===== config.mk =====
export PLATFORM = sky130hd
export DESIGN_NAME = jtag_tck_gen
export DESIGN_NICKNAME = d
export VERILOG_FILES = /design/src/rtl/jtck_pkg.sv /design/src/rtl/jtck_sync.sv /design/src/rtl/jtck_ctrl.sv /design/src/rtl/jtck_dp.sv /design/src/rtl/jtag_tck_gen.sv
export SDC_FILE = /design/constraint.sdc
export NUM_CORES = 1
export LEC_CHECK = 0
export BUFFER_PORTS_ARGS = -buffer_cell sky130_fd_sc_hd__buf_2
export CAP_MARGIN = 20
export CORE_ASPECT_RATIO = 1.25
export CORE_MARGIN = 1
export CORE_UTILIZATION = 60
export DETAILED_ROUTE_END_ITERATION = 8
export PLACE_DENSITY = 0.93
export SLEW_MARGIN = 20
export SYNTH_ARGS = -nofsm -noshare
export SYNTH_HDL_FRONTEND = slang
export SYNTH_HIERARCHICAL = 1
export SYNTH_SLANG_ARGS = --single-unit

===== constraint.sdc =====
create_clock -name clk -period 6 [get_ports clk]
set_clock_uncertainty 0.2 [all_clocks]
set_input_delay 0.3 -clock clk [delete_from_list [all_inputs] [get_ports clk]]
set_output_delay 0.3 -clock clk [all_outputs]
set_load 0.02 [all_outputs]

===== src/rtl/jtck_pkg.sv =====
package jtck_pkg;

  // Strobes issued by the sequencer to the datapath
  typedef struct packed {
    logic loadBit;    // latch host TMS/TDI onto the lines
    logic driveRise;  // raise TCK and capture TDO
    logic driveFall;  // lower TCK
    logic clrCnt;     // restart the phase/echo counter
    logic echoWait;   // an echo is being awaited (adaptive pacing)
  } jtck_strobe_t;

  typedef enum logic [1:0] {
    PH_IDLE = 2'd0,
    PH_LOW  = 2'd1,
    PH_HIGH = 2'd2
  } jtck_phase_e;

endpackage


===== src/rtl/jtck_sync.sv =====
module jtck_sync #(
  parameter int STAGES = 2
) (
  input  logic clk,
  input  logic rstN,
  input  logic din,
  output logic dout
);
  logic [STAGES-1:0] stage;

  always_ff @(posedge clk) begin
    if (!rstN) stage[0] <= 1'b0;
    else       stage[0] <= din;
  end

  for (genvar g = 1; g < STAGES; g++) begin : gStage
    always_ff @(posedge clk) begin
      if (!rstN) stage[g] <= 1'b0;
      else       stage[g] <= stage[g-1];
    end
  end

  assign dout = stage[STAGES-1];
endmodule


===== src/rtl/jtck_ctrl.sv =====
module jtck_ctrl
  import jtck_pkg::*;
(
  input  logic         clk,
  input  logic         rstN,
  input  logic         modeAdaptive,
  input  logic         reqValid,
  input  logic         halfDone,
  input  logic         rtckSync,
  output logic         reqReady,
  output jtck_strobe_t strb,
  output logic         doneValid
);
  jtck_phase_e phase, phaseNxt;
  logic        riseOk, fallOk;

  // An edge may go out once the pacing condition of the current mode holds
  assign riseOk = modeAdaptive ? !rtckSync : halfDone;
  assign fallOk = modeAdaptive ?  rtckSync : halfDone;

  always_comb begin
    phaseNxt      = phase;
    strb          = '0;
    strb.echoWait = modeAdaptive && (phase != PH_IDLE);
    unique case (phase)
      PH_IDLE: begin
        if (reqValid) begin
          strb.loadBit = 1'b1;
          strb.clrCnt  = 1'b1;
          phaseNxt     = PH_LOW;
        end
      end
      PH_LOW: begin
        if (riseOk) begin
          strb.driveRise = 1'b1;
          strb.clrCnt    = 1'b1;
          phaseNxt       = PH_HIGH;
        end
      end
      PH_HIGH: begin
        if (fallOk) begin
          strb.driveFall = 1'b1;
          strb.clrCnt    = 1'b1;
          phaseNxt       = PH_IDLE;
        end
      end
      default: phaseNxt = PH_IDLE;
    endcase
  end

  always_ff @(posedge clk) begin
    if (!rstN) begin
      phase     <= PH_IDLE;
      doneValid <= 1'b0;
    end else begin
      phase     <= phaseNxt;
      doneValid <= strb.driveFall;
    end
  end

  assign reqReady = (phase == PH_IDLE);

  // the done indication lasts a single cycle
  assert_done_single_R3: assert property (@(posedge clk) disable iff (!rstN)
    doneValid |=> !doneValid);

  // a bit in flight blocks further requests until it completes
  assert_busy_blocks_R2: assert property (@(posedge clk) disable iff (!rstN)
    (reqValid && reqReady) |=> !reqReady);
endmodule


===== src/rtl/jtck_dp.sv =====
module jtck_dp
  import jtck_pkg::*;
#(
  parameter int CNT_W       = 16,
  parameter int MIN_HALF    = 10,
  parameter int SYNC_STAGES = 2
) (
  input  logic             clk,
  input  logic             rstN,
  input  logic             modeAdaptive,
  input  logic [CNT_W-1:0] divHalf,
  input  logic [CNT_W-1:0] echoLimit,
  input  jtck_strobe_t     strb,
  input  logic             reqTms,
  input  logic             reqTdi,
  input  logic             rtck,
  input  logic             tdo,
  output logic             tck,
  output logic             tms,
  output logic             tdi,
  output logic             doneTdo,
  output logic             rtckSync,
  output logic             halfDone,
  output logic             echoLate
);
  localparam logic [CNT_W-1:0] MIN_HALF_V = CNT_W'(MIN_HALF);
  localparam logic [CNT_W-1:0] CNT_MAX    = {CNT_W{1'b1}};
  localparam logic [CNT_W-1:0] ONE        = CNT_W'(1);

  logic [CNT_W-1:0] cnt;
  logic [CNT_W-1:0] effHalf;
  logic             lateHit;

  jtck_sync #(.STAGES(SYNC_STAGES)) u_rtckSync (
    .clk (clk),
    .rstN(rstN),
    .din (rtck),
    .dout(rtckSync)
  );

  // Phase length floor keeps the test clock under its ceiling
  assign effHalf  = (divHalf < MIN_HALF_V) ? MIN_HALF_V : divHalf;
  assign halfDone = (cnt >= effHalf - ONE);
  assign lateHit  = strb.echoWait && (echoLimit != '0) && (cnt >= echoLimit - ONE);

  // Saturating phase counter, restarted at every edge and every accept
  always_ff @(posedge clk) begin
    if (!rstN)              cnt <= '0;
    else if (strb.clrCnt)   cnt <= '0;
    else if (cnt != CNT_MAX) cnt <= cnt + ONE;
  end

  always_ff @(posedge clk) begin
    if (!rstN) begin
      tck     <= 1'b0;
      tms     <= 1'b1;
      tdi     <= 1'b0;
      doneTdo <= 1'b0;
    end else begin
      if (strb.loadBit) begin
        tms <= reqTms;
        tdi <= reqTdi;
      end
      if (strb.driveRise) begin
        tck     <= 1'b1;
        doneTdo <= tdo;
      end else if (strb.driveFall) begin
        tck <= 1'b0;
      end
    end
  end

  // Status only: the flag never stops the edge sequencing
  always_ff @(posedge clk) begin
    if (!rstN)            echoLate <= 1'b0;
    else if (strb.clrCnt) echoLate <= 1'b0;
    else if (lateHit)     echoLate <= 1'b1;
  end

  // adaptive rise only after the low echo has been resynchronized
  assert_rise_after_low_echo_R6: assert property (@(posedge clk) disable iff (!rstN)
    (modeAdaptive && $rose(tck)) |-> !$past(rtckSync));

  // adaptive fall only after the high echo has been resynchronized
  assert_fall_after_high_echo_R6: assert property (@(posedge clk) disable iff (!rstN)
    (modeAdaptive && $fell(tck)) |-> $past(rtckSync));

  // a fixed-mode high phase never undercuts the rate floor
  assert_fixed_floor_R5: assert property (@(posedge clk) disable iff (!rstN)
    (!modeAdaptive && $fell(tck)) |-> ($past(cnt) >= MIN_HALF_V - ONE));

  // data lines are frozen while the clock is high
  assert_lines_stable_high_R2: assert property (@(posedge clk) disable iff (!rstN)
    ($past(tck) && tck) |-> ($stable(tms) && $stable(tdi)));

  // the late flag appears only while an echo is awaited
  assert_late_needs_wait_R8: assert property (@(posedge clk) disable iff (!rstN)
    $rose(echoLate) |-> $past(strb.echoWait));
endmodule


===== src/rtl/jtag_tck_gen.sv =====
module jtag_tck_gen
  import jtck_pkg::*;
#(
  parameter int CLK_HZ      = 200_000_000,
  parameter int MAX_TCK_HZ  = 10_000_000,
  parameter int CNT_W       = 16,
  parameter int SYNC_STAGES = 2
) (
  input  logic             clk,
  input  logic             rstN,
  input  logic             modeAdaptive,
  input  logic [CNT_W-1:0] divHalf,
  input  logic [CNT_W-1:0] echoLimit,
  input  logic             reqValid,
  input  logic             reqTms,
  input  logic             reqTdi,
  output logic             reqReady,
  output logic             doneValid,
  output logic             doneTdo,
  output logic             echoLate,
  output logic             tck,
  output logic             tms,
  output logic             tdi,
  input  logic             rtck,
  input  logic             tdo
);
  localparam int MIN_HALF = (CLK_HZ + 2*MAX_TCK_HZ - 1) / (2*MAX_TCK_HZ);

  jtck_strobe_t strb;
  logic         rtckSync;
  logic         halfDone;

  jtck_ctrl u_ctrl (
    .clk         (clk),
    .rstN        (rstN),
    .modeAdaptive(modeAdaptive),
    .reqValid    (reqValid),
    .halfDone    (halfDone),
    .rtckSync    (rtckSync),
    .reqReady    (reqReady),
    .strb        (strb),
    .doneValid   (doneValid)
  );

  jtck_dp #(
    .CNT_W      (CNT_W),
    .MIN_HALF   (MIN_HALF),
    .SYNC_STAGES(SYNC_STAGES)
  ) u_dp (
    .clk         (clk),
    .rstN        (rstN),
    .modeAdaptive(modeAdaptive),
    .divHalf     (divHalf),
    .echoLimit   (echoLimit),
    .strb        (strb),
    .reqTms      (reqTms),
    .reqTdi      (reqTdi),
    .rtck        (rtck),
    .tdo         (tdo),
    .tck         (tck),
    .tms         (tms),
    .tdi         (tdi),
    .doneTdo     (doneTdo),
    .rtckSync    (rtckSync),
    .halfDone    (halfDone),
    .echoLate    (echoLate)
  );

  // the host sees ready only with the clock parked low
  assert_ready_clock_low_R2: assert property (@(posedge clk) disable iff (!rstN)
    reqReady |-> !tck);

  // completion coincides with the falling edge
  assert_done_on_fall_R3: assert property (@(posedge clk) disable iff (!rstN)
    doneValid |-> $fell(tck));
endmodule


Word-level counts from Yosys, hierarchy flattened
Index checks and enable logic that the tools add are counted.
{ "word_totals": {"out_inout_bits": 7, "input_bits": 40, "register_bits": 26} }
{ "classes": {"n_eq_ne": 6, "add_sub_neg": 3, "n_lt_le_gt_ge": 3, "mux": 16, "reduce_logical": 10, "n_bitwise": 1} }
{ "op_table": {"columns": ["operator", "count"], "rows": [
  ["16-bit greater-or-equal comparator", 2],
  ["16-bit by 1-bit subtractor with 16-bit output (second input constant)", 2],
  ["16-bit by 1-bit adder with 16-bit output (second input constant)", 1],
  ["16-bit by 4-bit less-than comparator with 1-bit output (second input constant)", 1],
  ["16-bit two-way mux", 1],
  ["16-bit != test (second input constant)", 1],
  ["16-bit nonzero test", 1],
  ["1-bit two-way mux", 9],
  ["2-bit two-way mux", 4],
  ["2-bit case mux with 3 select lines", 1],
  ["2-bit by 1-bit != test with 1-bit output (second input constant)", 2],
  ["2-bit nonzero test", 2],
  ["1-bit logical AND", 3],
  ["1-bit case mux with 3 select lines", 1],
  ["3-bit AND reduction", 1],
  ["2-bit by 1-bit equality test with 1-bit output (second input constant)", 1],
  ["2-bit equality test (second input constant)", 1],
  ["2-bit logical NOT", 1],
  ["2-bit != test (second input constant)", 1],
  ["2-bit OR reduction", 1],
  ["1-bit logical NOT", 1],
  ["1-bit inverter", 1]
]} }

Longest topological paths before layout
Gate-level depths: netlist (run 1).
{ "logic_depth": {"word_depth": 9, "depth_mapped": 22, "depth_no_buf": 21} }

Hierarchy
Netlist (run 1), hierarchy kept.
{ "modules_own_cells": {"columns": ["mod", "cells_per_inst", "instances", "seq_area_each_um2", "area_per_inst_um2"], "rows": [
  ["jtck_dp", 269, 1, 420.4, 2229.6],
  ["jtck_ctrl", 22, 1, 60.1, 203.9],
  ["jtck_sync", 4, 1, 40.0, 52.6]
]} }

Least setup slack after synthesis (run 1)
Ideal clock, no wire load.
{ "synth_path": {"path_kind": "input -> register", "start": "input port divHalf[7]", "end": "register u_dp.cnt[0]", "path_buffers": 2, "setup_slack_ns": 1.803, "stages": 21, "setup_ns": 0.065, "t_arrival_ns": 3.931, "path_cell_list": "or4_4 nor4_4 nand2_1 nand2_1 ha_1 nand2_1 a21oi_2 nand3_1 xor2_1 ha_1 nand4_1 a211oi_1 a2111oi_0 o21ai_0 nor2_1 o21ai_0 a21o_1 nand2b_1 buf_1 clkbuf_1 nor2_1"} }
{ "synth_rtl": {"columns": ["item", "line", "source"], "rows": [
  ["from (decl)", "jtag_tck_gen.sv:12", "input logic [CNT_W-1:0] divHalf,"],
  ["to (signal assigned)", "jtck_dp.sv:50", "else if (cnt != CNT_MAX) cnt <= cnt + ONE;"],
  ["to (decl)", "jtck_dp.sv:30", "logic [CNT_W-1:0] cnt;"]
]} }

==> results.toml, run 1 <==
[status]
status = "complete, no violations"

[floorplanning]
die_h_um = 74.0
num_rows = 25
core-area_um2 = 3880
io_pins = 47
fp.dieArea_um2 = 4410
fp.dieW_um = 59.6
initial_core_util_pct = 64.1

[grt]
antenna_found_initial = 0
grt_pass1_wl_um = 9590
grt_max_degree = 18
grt_pass1_vias = 2325
grt_use_total_pct = 27.6
grt.overflow.total = 0

[synthesis]
synth_warnings = 6
syn_area_per_cell_um2 = 8.43
ys_seq_area_share_pct = 20.9
synth_compound_area_share_pct = 14.4
async_reset_ff_share_pct = 0
synthSimpleGateAreaFrac_pct = 30.1
synth_area_um2 = 2490
synth_mux_area_share_pct = 2.82
yosysTopAreaCellShare_pct = 20.9
synth_seq_cells = 26
synthAdderAreaFrac_pct = 17.6
synth_xor_area_share_pct = 12.3
yosys.area.top_type = "dfxtp_1"
yosysUniqueCellTypes = 48
synth_edf_count = 0
syn_nets = 370
synth_top_family_by_area = "simple AND/OR/NAND/NOR gates"
synthCells = 295
synthTopCellsByArea = "dfxtp_1, ha_1, xnor2_1"
synth_flop_cell = "dfxtp_1"

[placement]
hpwl_um = 4560
dp.cells = 393
gp_congestion = 0.796
placement.io_buffers = 46

[routing]
wl_um = 5560
drtIter0Drc = 132
viasPerCell = 5.96
ant_nets = 0
num_vias = 2365
dr_wl_met3_um = 261
wl_met2_um = 2910
wl_met1_um = 2330
top_layer_used = "met4"
avgRoutedWirePerCell_um = 14.0
post-route-drc-count = 0
first_pass_iters = 5

[setup_path]
critPathCaptureType = "register"
worst-path-max-fanout = 17
path_class = "input pin to register"
critPathLaunchType = "input pin"
reg2reg_to = "u_dp/cnt[13]"
required_ns = 6.00
r2r_cells = 11
r2r_start = "u_dp/cnt[3]"
cp.arrival_ns = 5.00
r2r_setup_slack_ns = 2.27

[cells_and_area]
final-instance-count-excl-fill = 397
layout.nets = 419
final_util_pct = 73.4
antenna_cells = 0
synthToLayoutAreaGrowth_pct = 14.5
layout_common_cells = "buf_2, nor2_1, ha_1"
nFillCells = 309
mostFrequentLayoutCell = "buf_2"
drive_gt1_share_pct = 19.2

[timing]
fin_setup_tns_ns = 0
worst_pin_slew_ns = 0.660
setup_viol = 0
hold_viol = 0
min_period_ns = 5.01
hold_slack_ns = 0.0259
timing.slew.headroom_pct = 56.0
max_freq_mhz = 200
finalCritPeriodShare_pct = 83.4
rsz0062_at_grt = "no"
finalMaxSlewViolations = 0

[clock_tree]
root_buffer = "clkbuf_8"
cts_buffers = 3
clock_latency_ns = 0.27
cts_tree = "yes"
ctsHoldBuffers = 0
post_cts_resized = 0
htree_levels = 1
post_cts_buffers = 0
cts_buffer_depth = 2
cts_num_sinks = 26
clk_pin_slew_ns = 0.09

[pwr]
p_leak_nw = 1.16
ir_drop_mv = 0.0869
finalPower_w = 0.000413
powerDensity_nw_per_um2 = 145

[worst_hold_path]
hold_start = "rtck"
hp-class = "input pin to register"
whs_path_depth = 2
hold_end = "u_dp/u_rtckSync/stage[0]"

[job]
cap_violations = 0
## worst max path at each step
| stage | from | end | slack [ns] | cells past startpoint |
|---|---|---|---|---|
| after floorplan | divHalf[7] | u_dp/cnt[0] | 1.80 | 21 |
| after global placement | divHalf[7] | u_dp/cnt[13] | 1.07 | 21 |
| after detailed placement | divHalf[7] | u_dp/cnt[13] | 0.78 | 21 |
| after CTS | divHalf[7] | u_dp/cnt[13] | 1.04 | 21 |
| after global routing | divHalf[7] | u_dp/cnt[13] | 0.47 | 20 |
| final | divHalf[7] | u_dp/cnt[13] | 0.99 | 21 |
## flip-flops by register name, summed over array words and instances (netlist names)
name / cells
u_dp/echoLate: 1
u_dp/tms: 1
u_dp/cnt: 16
u_dp/u_rtckSync/stage: 1
u_dp/tck: 1
u_ctrl/doneValid: 1
u_dp/tdi: 1
u_dp/doneTdo: 1
u_ctrl/phase: 2
u_dp/u_rtckSync/dout: 1
## cell families (layout without fill, tap and decap cells)
logic type | after synthesis | count (layout)
XOR/XNOR | 35 | 35
buffers and inverters | 12 | 60
AO/OA/AOI/OAI | 51 | 51
adder cells (fa/ha/maj) | 35 | 35
multiplexers | 7 | 7
flip-flops | 26 | 26
AND/OR/NAND/NOR | 129 | 129
## report_power, final
| part | internal, W | switching [W] | leakage (nW) |
|---|---|---|---|
| combinational | 0.0000393 | 0.0000498 | 0.912 |
| clock | 0.0000892 | 0.0000526 | 0.0357 |
| sequential | 0.000177 | 0.00000485 | 0.211 |
| total | 0.000306 | 0.000107 | 1.16 |
## cells in the mapped netlist (3+ instances only)
| master | instances |
|---|---|
| o21a_1 | 3 |
| nand3_1 | 13 |
| a211oi_1 | 6 |
| inv_1 | 10 |
| dfxtp_1 | 26 |
| nor2_1 | 35 |
| a21oi_1 | 10 |
| nor4_2 | 3 |
| or3_1 | 3 |
| nand2b_1 | 5 |
| xor2_1 | 14 |
| nand4_1 | 7 |
| mux2i_1 | 7 |
| o2111ai_1 | 3 |
| and2_1 | 4 |
| nor4_1 | 6 |
| o21ai_0 | 11 |
| nor2b_1 | 6 |
| a21o_1 | 6 |
| xnor2_1 | 21 |
| nor3_1 | 9 |
| nand2_1 | 18 |
| ha_1 | 35 |
## per-layer routing
layer	up-vias	global-route usage, %
li1	1189	-
met1	1093	31.6
met2	77	49.9
met3	6	5.04
met4	0	11.1
met5	-	0
## stage by stage
stage / area (µm²) / setup WS, ns
floorplan: 2490 / 1.80
detailed placement: 2780 / 0.776
global placement: 2780 / 1.07
CTS: 2850 / 1.04
finish: 2850 / 0.994
global route: 2850 / 0.466
## area by class of cell
cell class | instances | area (µm²) | share of cell area, %
tap | 54 | 67.6 | 2.37
timing repair buffer | 46 | 230 | 8.08
clock buffer | 3 | 41.3 | 1.45
multi-input combinational | 257 | 1920 | 67.4
sequential | 26 | 520 | 18.3
clock inverter | 1 | 30.0 | 1.05
inverter | 10 | 37.5 | 1.32
## critical path, stage by stage
cell and delay (ns):
buf_2 0.12, or4_4 0.56, nor4_4 0.24, nand2_1 0.17
nand2_1 0.13, ha_1 0.19, nand2_1 0.11, a21oi_2 0.22
nand3_1 0.12, xor2_1 0.17, ha_1 0.29, nand4_1 0.12
a211oi_1 0.05, a2111oi_0 0.52, o21ai_0 0.20, nor2_1 0.26
o21ai_0 0.14, a21o_1 0.18, nand2b_1 0.44, o21bai_1 0.31
a31oi_1 0.15
Note: power is estimated with default switching activity, not from simulation.
==> run 2, diff against run 1 <==
--- a/config.mk
+++ b/config.mk
@@ -9,9 +9,9 @@
 export CAP_MARGIN = 20
 export CORE_ASPECT_RATIO = 1.25
 export CORE_MARGIN = 1
-export CORE_UTILIZATION = 60
+export CORE_UTILIZATION = 56
 export DETAILED_ROUTE_END_ITERATION = 8
-export PLACE_DENSITY = 0.93
+export PLACE_DENSITY = 0.88
 export SLEW_MARGIN = 20
 export SYNTH_ARGS = -nofsm -noshare
 export SYNTH_HDL_FRONTEND = slang
==> constraint.sdc (replaced) <==
create_clock -name clk -period 5.05 [get_ports clk]
set_clock_uncertainty 0.2 [all_clocks]
set_input_delay 0.2525 -clock clk [delete_from_list [all_inputs] [get_ports clk]]
set_output_delay 0.2525 -clock clk [all_outputs]
set_load 0.02 [all_outputs]
==> results.toml, run 2 (same netlist as run 1, synthesis figures left out) <==
[cells_and_area]
synthToLayoutAreaGrowth_pct = 15.4
top_regs = "u_dp/cnt: 16 flops, u_ctrl/phase: 2 flops"
drive_gt1_share_pct = 19.4
mostFrequentLayoutCell = "buf_2"
final_util_pct = 68.9
layout_common_cells = "buf_2, nor2_1, ha_1"
layout.nets = 421
antenna_cells = 0
largest_reg_flops = 16
top_register = "u_dp/cnt"
nFillCells = 369

[clock_tree]
cts_buffer_depth = 2
post_cts_buffers = 0
cts_tree = "yes"
clk_pin_slew_ns = 0.09
cts_num_sinks = 26
root_buffer = "clkbuf_8"
cts_buffers = 3
clock_latency_ns = 0.27
htree_levels = 1

[pwr]
pwr-share-comb_pct = 21.7
pwr-share-seq_pct = 44.1
p_sw_share_pct = 25.5
p_clk_share_pct = 34.2
ir_drop_mv = 0.101
p_leak_nw = 1.17
power.internal_w = 0.000365
switchingPower_w = 0.000125
powerDensity_nw_per_um2 = 171

[grt]
antenna_found_initial = 0
grt_util_met2_pct = 41.5
grt_max_degree = 16
grt.overflow.total = 0
grt_busiest_layer = "met2"
grt_pass1_wl_um = 8870
grt_pass1_vias = 2219
use_met1_pct = 28.6
grt_use_met3_pct = 2.72
grt_use_total_pct = 23.9

[worst_hold_path]
hold_end = "u_dp/tms"
hp-class = "input pin to register"
whs_path_depth = 3
hold_start = "reqTms"

[setup_path]
r2r_cells = 11
worst-path-max-fanout = 13
r2r_start = "u_dp/cnt[3]"
cp.arrival_ns = 4.59
critPathLaunchType = "input pin"
path_class = "input pin to register"
required_ns = 5.04
reg2reg_to = "u_dp/cnt[14]"
critPathCaptureType = "register"
r2r_setup_slack_ns = 1.67

[routing]
first_pass_iters = 4
post-route-drc-count = 0
avgRoutedWirePerCell_um = 13.1
drtIter0Drc = 71
viasPerCell = 5.80
num_vias = 2327
wl_um = 5270
ant_nets = 0

[floorplanning]
num_rows = 26
die_h_um = 76.5
io_pins = 47
fp.dieArea_um2 = 4710
core-area_um2 = 4160
fp.dieW_um = 61.6
initial_core_util_pct = 59.7

[status]
status = "complete, no violations"

[timing]
fin_setup_tns_ns = 0
hold_viol = 0
min_period_ns = 4.60
setup_viol = 0
timing.slew.headroom_pct = 60.2
rsz0062_at_grt = "no"
finalCritPeriodShare_pct = 91.1
finalMaxSlewViolations = 0
worst_pin_slew_ns = 0.589
max_freq_mhz = 217

[placement]
gp_congestion = 0.819
placement.io_buffers = 46
hpwl_um = 4300

[job]
cap_violations = 0
[run 2: cell count changes in the layout (fill, tap and decap cells not counted), sizes merged]
| cell | previous run | this run |
|---|---|---|
| dlygate4sd3 | 0 | 1 |
| buf | 46 | 47 |
[run 2: power groups by stage]
| stage | clock (W) | sequential [W] | combinational [W] |
|---|---|---|---|
| floorplan | 0 | 0.000222 | 0.0000600 |
| global placement | 0 | 0.000220 | 0.000101 |
| detailed placement | 0 | 0.000221 | 0.000105 |
| CTS | 0.000168 | 0.000216 | 0.000106 |
| global route | 0.000176 | 0.000217 | 0.000119 |
| finish | 0.000167 | 0.000216 | 0.000106 |
[run 2: final cells by class]
class,instances,area [µm²],area share [%]
multi-input combinational,257,1920,67.0
sequential,26,520,18.1
timing repair buffer,48,248,8.63
tap,56,70.1,2.44
clock buffer,3,41.3,1.44
inverter,10,37.5,1.31
clock inverter,1,30.0,1.05
[run 2: worst max path at each step]
stage / from / endpoint / slack (ns) / depth (start not counted)
after floorplan: divHalf[7] / u_dp/cnt[0] / 0.90 / 21
after global placement: divHalf[7] / u_dp/cnt[14] / 0.40 / 21
after detailed placement: divHalf[7] / u_dp/cnt[14] / 0.19 / 20
after CTS: divHalf[7] / u_dp/cnt[14] / 0.44 / 20
after global routing: divHalf[7] / u_dp/cnt[14] / 0.04 / 20
final: divHalf[7] / u_dp/cnt[14] / 0.45 / 21
[run 2: repair_timing]
item                                    4_1_cts  5_1_grt
hold endpoints to repair                      1        0
endpoints found under the setup margin        0       12
gates resized for setup                       0        1
hold buffers                                  1        0
[run 2: critical path, cell delays in order]
cell and delay, ns:
buf_2 0.12, or4_4 0.56, nor4_4 0.24, nand2_1 0.17, nand2_1 0.13, ha_1 0.19
nand2_1 0.10, a21oi_2 0.22, nand3_1 0.12, xor2_1 0.17, ha_1 0.29, nand4_1 0.13
a211oi_1 0.06, a2111oi_1 0.49, o21ai_0 0.18, nor2_1 0.24, o21ai_0 0.15, a21o_1 0.17
nand2b_1 0.21, buf_4 0.22, a211oi_1 0.17
[run 2: stage by stage]
step / std cells / total power [W] / hold WS [ns] / setup WS [ns] / cell area, µm²
floorplan: 295 / 0.000282 / 0.114 / 0.901 / 2490
global placement: 396 / 0.000321 / 0.217 / 0.401 / 2790
detailed placement: 396 / 0.000326 / 0.232 / 0.190 / 2790
CTS: 401 / 0.000491 / 0.0148 / 0.435 / 2870
global route: 401 / 0.000512 / 0.0329 / 0.0390 / 2870
finish: 401 / 0.000490 / 0.0172 / 0.448 / 2870
[run 2: per-layer routing]
layer | vias to the layer above | routed length, µm
li1 | 1185 | -
met1 | 1074 | 2380
met3 | 16 | 146
met4 | 0 | 148
met2 | 52 | 2590
met5 | - | 0
==> run 3, diff against run 2 <==
--- a/config.mk
+++ b/config.mk
@@ -5,13 +5,14 @@
 export SDC_FILE = /design/constraint.sdc
 export NUM_CORES = 1
 export LEC_CHECK = 0
+export ABC_AREA = 1
 export BUFFER_PORTS_ARGS = -buffer_cell sky130_fd_sc_hd__buf_2
 export CAP_MARGIN = 20
 export CORE_ASPECT_RATIO = 1.25
 export CORE_MARGIN = 1
-export CORE_UTILIZATION = 56
+export CORE_UTILIZATION = 57
 export DETAILED_ROUTE_END_ITERATION = 8
-export PLACE_DENSITY = 0.88
+export PLACE_DENSITY = 0.89
 export SLEW_MARGIN = 20
 export SYNTH_ARGS = -nofsm -noshare
 export SYNTH_HDL_FRONTEND = slang
==> results.toml, run 3 <==
[clock_tree]
cts_num_sinks = 26
root_buffer = "clkbuf_8"
cts_buffers = 3
clk_pin_slew_ns = 0.09
post_cts_buffers = 0
htree_levels = 1
ctsHoldBuffers = 1
cts_tree = "yes"
clock_latency_ns = 0.26
cts_buffer_depth = 2
post_cts_resized = 0

[cells_and_area]
final-instance-count-excl-fill = 517
top_regs = "u_dp/cnt: 16 flops, u_ctrl/phase: 2 flops"
final_util_pct = 69.1
synthToLayoutAreaGrowth_pct = 14.1
antenna_cells = 0
largest_reg_flops = 16
drive_gt1_share_pct = 19.0
layout_common_cells = "nand2_1, inv_1, buf_2, nor2_1, ha_1"
layout.nets = 535
mostFrequentLayoutCell = "nand2_1"
top_register = "u_dp/cnt"

[pwr]
finalPower_w = 0.000498
ir_drop_mv = 0.144
powerDensity_nw_per_um2 = 160
p_leak_nw = 1.62

[routing]
first_pass_iters = 5
num_vias = 2778
post-route-drc-count = 0
viasPerCell = 5.37
drtIter0Drc = 89
avgRoutedWirePerCell_um = 11.6
ant_nets = 0
wl_um = 5990

[timing]
rsz0062_at_grt = "no"
finalCritPeriodShare_pct = 81.4
fin_setup_tns_ns = 0
finalMaxSlewViolations = 0
max_freq_mhz = 243
setup_viol = 0
min_period_ns = 4.11
worst_pin_slew_ns = 0.462
hold_slack_ns = 0.0102
timing.slew.headroom_pct = 69.1
hold_viol = 0

[placement]
hpwl_um = 4850
dp.cells = 512
placement.io_buffers = 46
gp_congestion = 0.880

[synthesis]
yosysMostFrequentCell = "nand2_1"
yosysTopAreaCellShare_pct = 19.1
ys_seq_area_share_pct = 19.1
synthCells = 408
synth_seq_cells = 26
yosysUniqueCellTypes = 35
syn_area_per_cell_um2 = 6.67
synth_area_um2 = 2720
synth_common_cells = "nand2_1, inv_1, nor2_1, ha_1, dfxtp_1"
synth_edf_count = 0
synth_flop_cell = "dfxtp_1"
synthTopCellsByArea = "dfxtp_1, ha_1, nand2_1"
yosys.area.top_type = "dfxtp_1"
async_reset_ff_share_pct = 0
syn_nets = 483
synth_warnings = 6

[setup_path]
cp.arrival_ns = 4.10
crit_family = "simple AND/OR/NAND/NOR gates"
path_class = "input pin to register"
worst-path-max-fanout = 10
r2r_start = "u_dp/cnt[2]"
worst-path-buf-inv = 2
reg2reg_to = "u_dp/cnt[7]"
r2r_cells = 13
required_ns = 5.03
slowest_stage = "nor2_1"
critPathCaptureType = "register"
crit_chain = "buf_2 -> nor2_2 -> nand2_1 -> nor2_2 -> nand2_4 -> nand2_1 -> ha_1 -> nand2_1 -> nor3_1 -> nand4_1 -> o21bai_1 -> nand2_1 -> ha_1 -> nand2_1 -> o21ai_0 -> a21oi_1 -> nand3_1 -> nand2_1 -> nand2_1 -> nand2_1 -> nand3_1 -> nor2_1 -> clkinv_1 -> nor2_1"
critPathLaunchType = "input pin"
r2r_setup_slack_ns = 2.06
cpPeakStageDelay_ns = 0.39
cpMostUsedCell = "nand2_1"

[floorplanning]
io_pins = 47
initial_core_util_pct = 60.5
core-area_um2 = 4490
fp.dieW_um = 63.8
die_h_um = 79.2
fp.dieArea_um2 = 5050
num_rows = 27

[grt]
grt.overflow.total = 0
grt_pass1_vias = 2610
antenna_found_initial = 0
grt_pass1_wl_um = 10400
grt_max_degree = 16
grt_use_total_pct = 25.0

[worst_hold_path]
hp-class = "input pin to register"
hold_end = "u_dp/tms"
hold_start = "reqTms"
whs_path_depth = 3

[job]
cap_violations = 0

[status]
status = "complete, no violations"
run 3: cell count changes in the layout (fill, tap and decap cells not counted), sizes merged, moves of 6 or more:
cell	change
nor4	-10
a21oi	+13
a211oi	-6
nand2	+75
nand3	+10
xnor2	-9
inv	+48
nor2	+27
mux2i	-7
run 3: logic make-up (layout without fill, tap and decap cells):
group                      after synthesis  count (layout)  share of synthesized area (%)
DFF                                     26              26                           19.1
adders and majority gates               35              35                           16.1
xor gates and xnor gates                29              29                           9.34
and+or+nand+nor                        211             211                           37.9
buffers and inverters                   60             111                           8.28
AOI/OAI and AO/OA                       47              47                           9.29
run 3: power breakdown:
| group | internal [W] | switching, W | total (W) | leakage [nW] |
|---|---|---|---|---|
| Combinational | 0.0000462 | 0.0000700 | 0.000116 | 1.37 |
| Clock | 0.000106 | 0.0000603 | 0.000166 | 0.0357 |
| Sequential | 0.000211 | 0.00000465 | 0.000216 | 0.211 |
| Total | 0.000363 | 0.000135 | 0.000498 | 1.62 |
run 3: area by class of cell:
class	count	area, µm²
multi-input cells	322	1970
repair buffers	47	240
inverters	60	225
flip-flops and latches	26	520
clock inverters	1	30.0
clock buffers	3	41.3
fillers	383	1390
well taps	58	72.6
run 3: tightest hold or removal path: stages:
cell	delay [ns]
buf_2	0.08
nand2_1	0.05
nand3_1	0.07
run 3: how the worst max path moves through the flow:
stage,start,endpoint,slack [ns],cells past startpoint
after floorplan,divHalf[10],u_dp/cnt[6],1.50,23
after global placement,divHalf[7],u_dp/cnt[0],1.01,24
after detailed placement,divHalf[7],u_dp/cnt[5],0.82,24
after CTS,divHalf[7],u_dp/cnt[7],1.02,24
after global routing,divHalf[7],u_dp/cnt[0],0.61,24
final,divHalf[7],u_dp/cnt[7],0.94,24
run 3: through the flow:
step | setup slack, ns | instance area, µm²
2_1_floorplan | 1.50 | 2720
3_3_place_gp | 1.01 | 3020
3_5_place_dp | 0.818 | 3020
4_1_cts | 1.02 | 3100
5_1_grt | 0.609 | 3100
6_report | 0.937 | 3100
run 3: routing by layer:
metal	vias to the layer above	GRT usage [%]	routed length (µm)
li1	1436	-	-
met1	1239	28.2	2480
met5	-	0	0
met3	12	1.58	304
met2	91	49.3	3080
met4	0	7.05	124
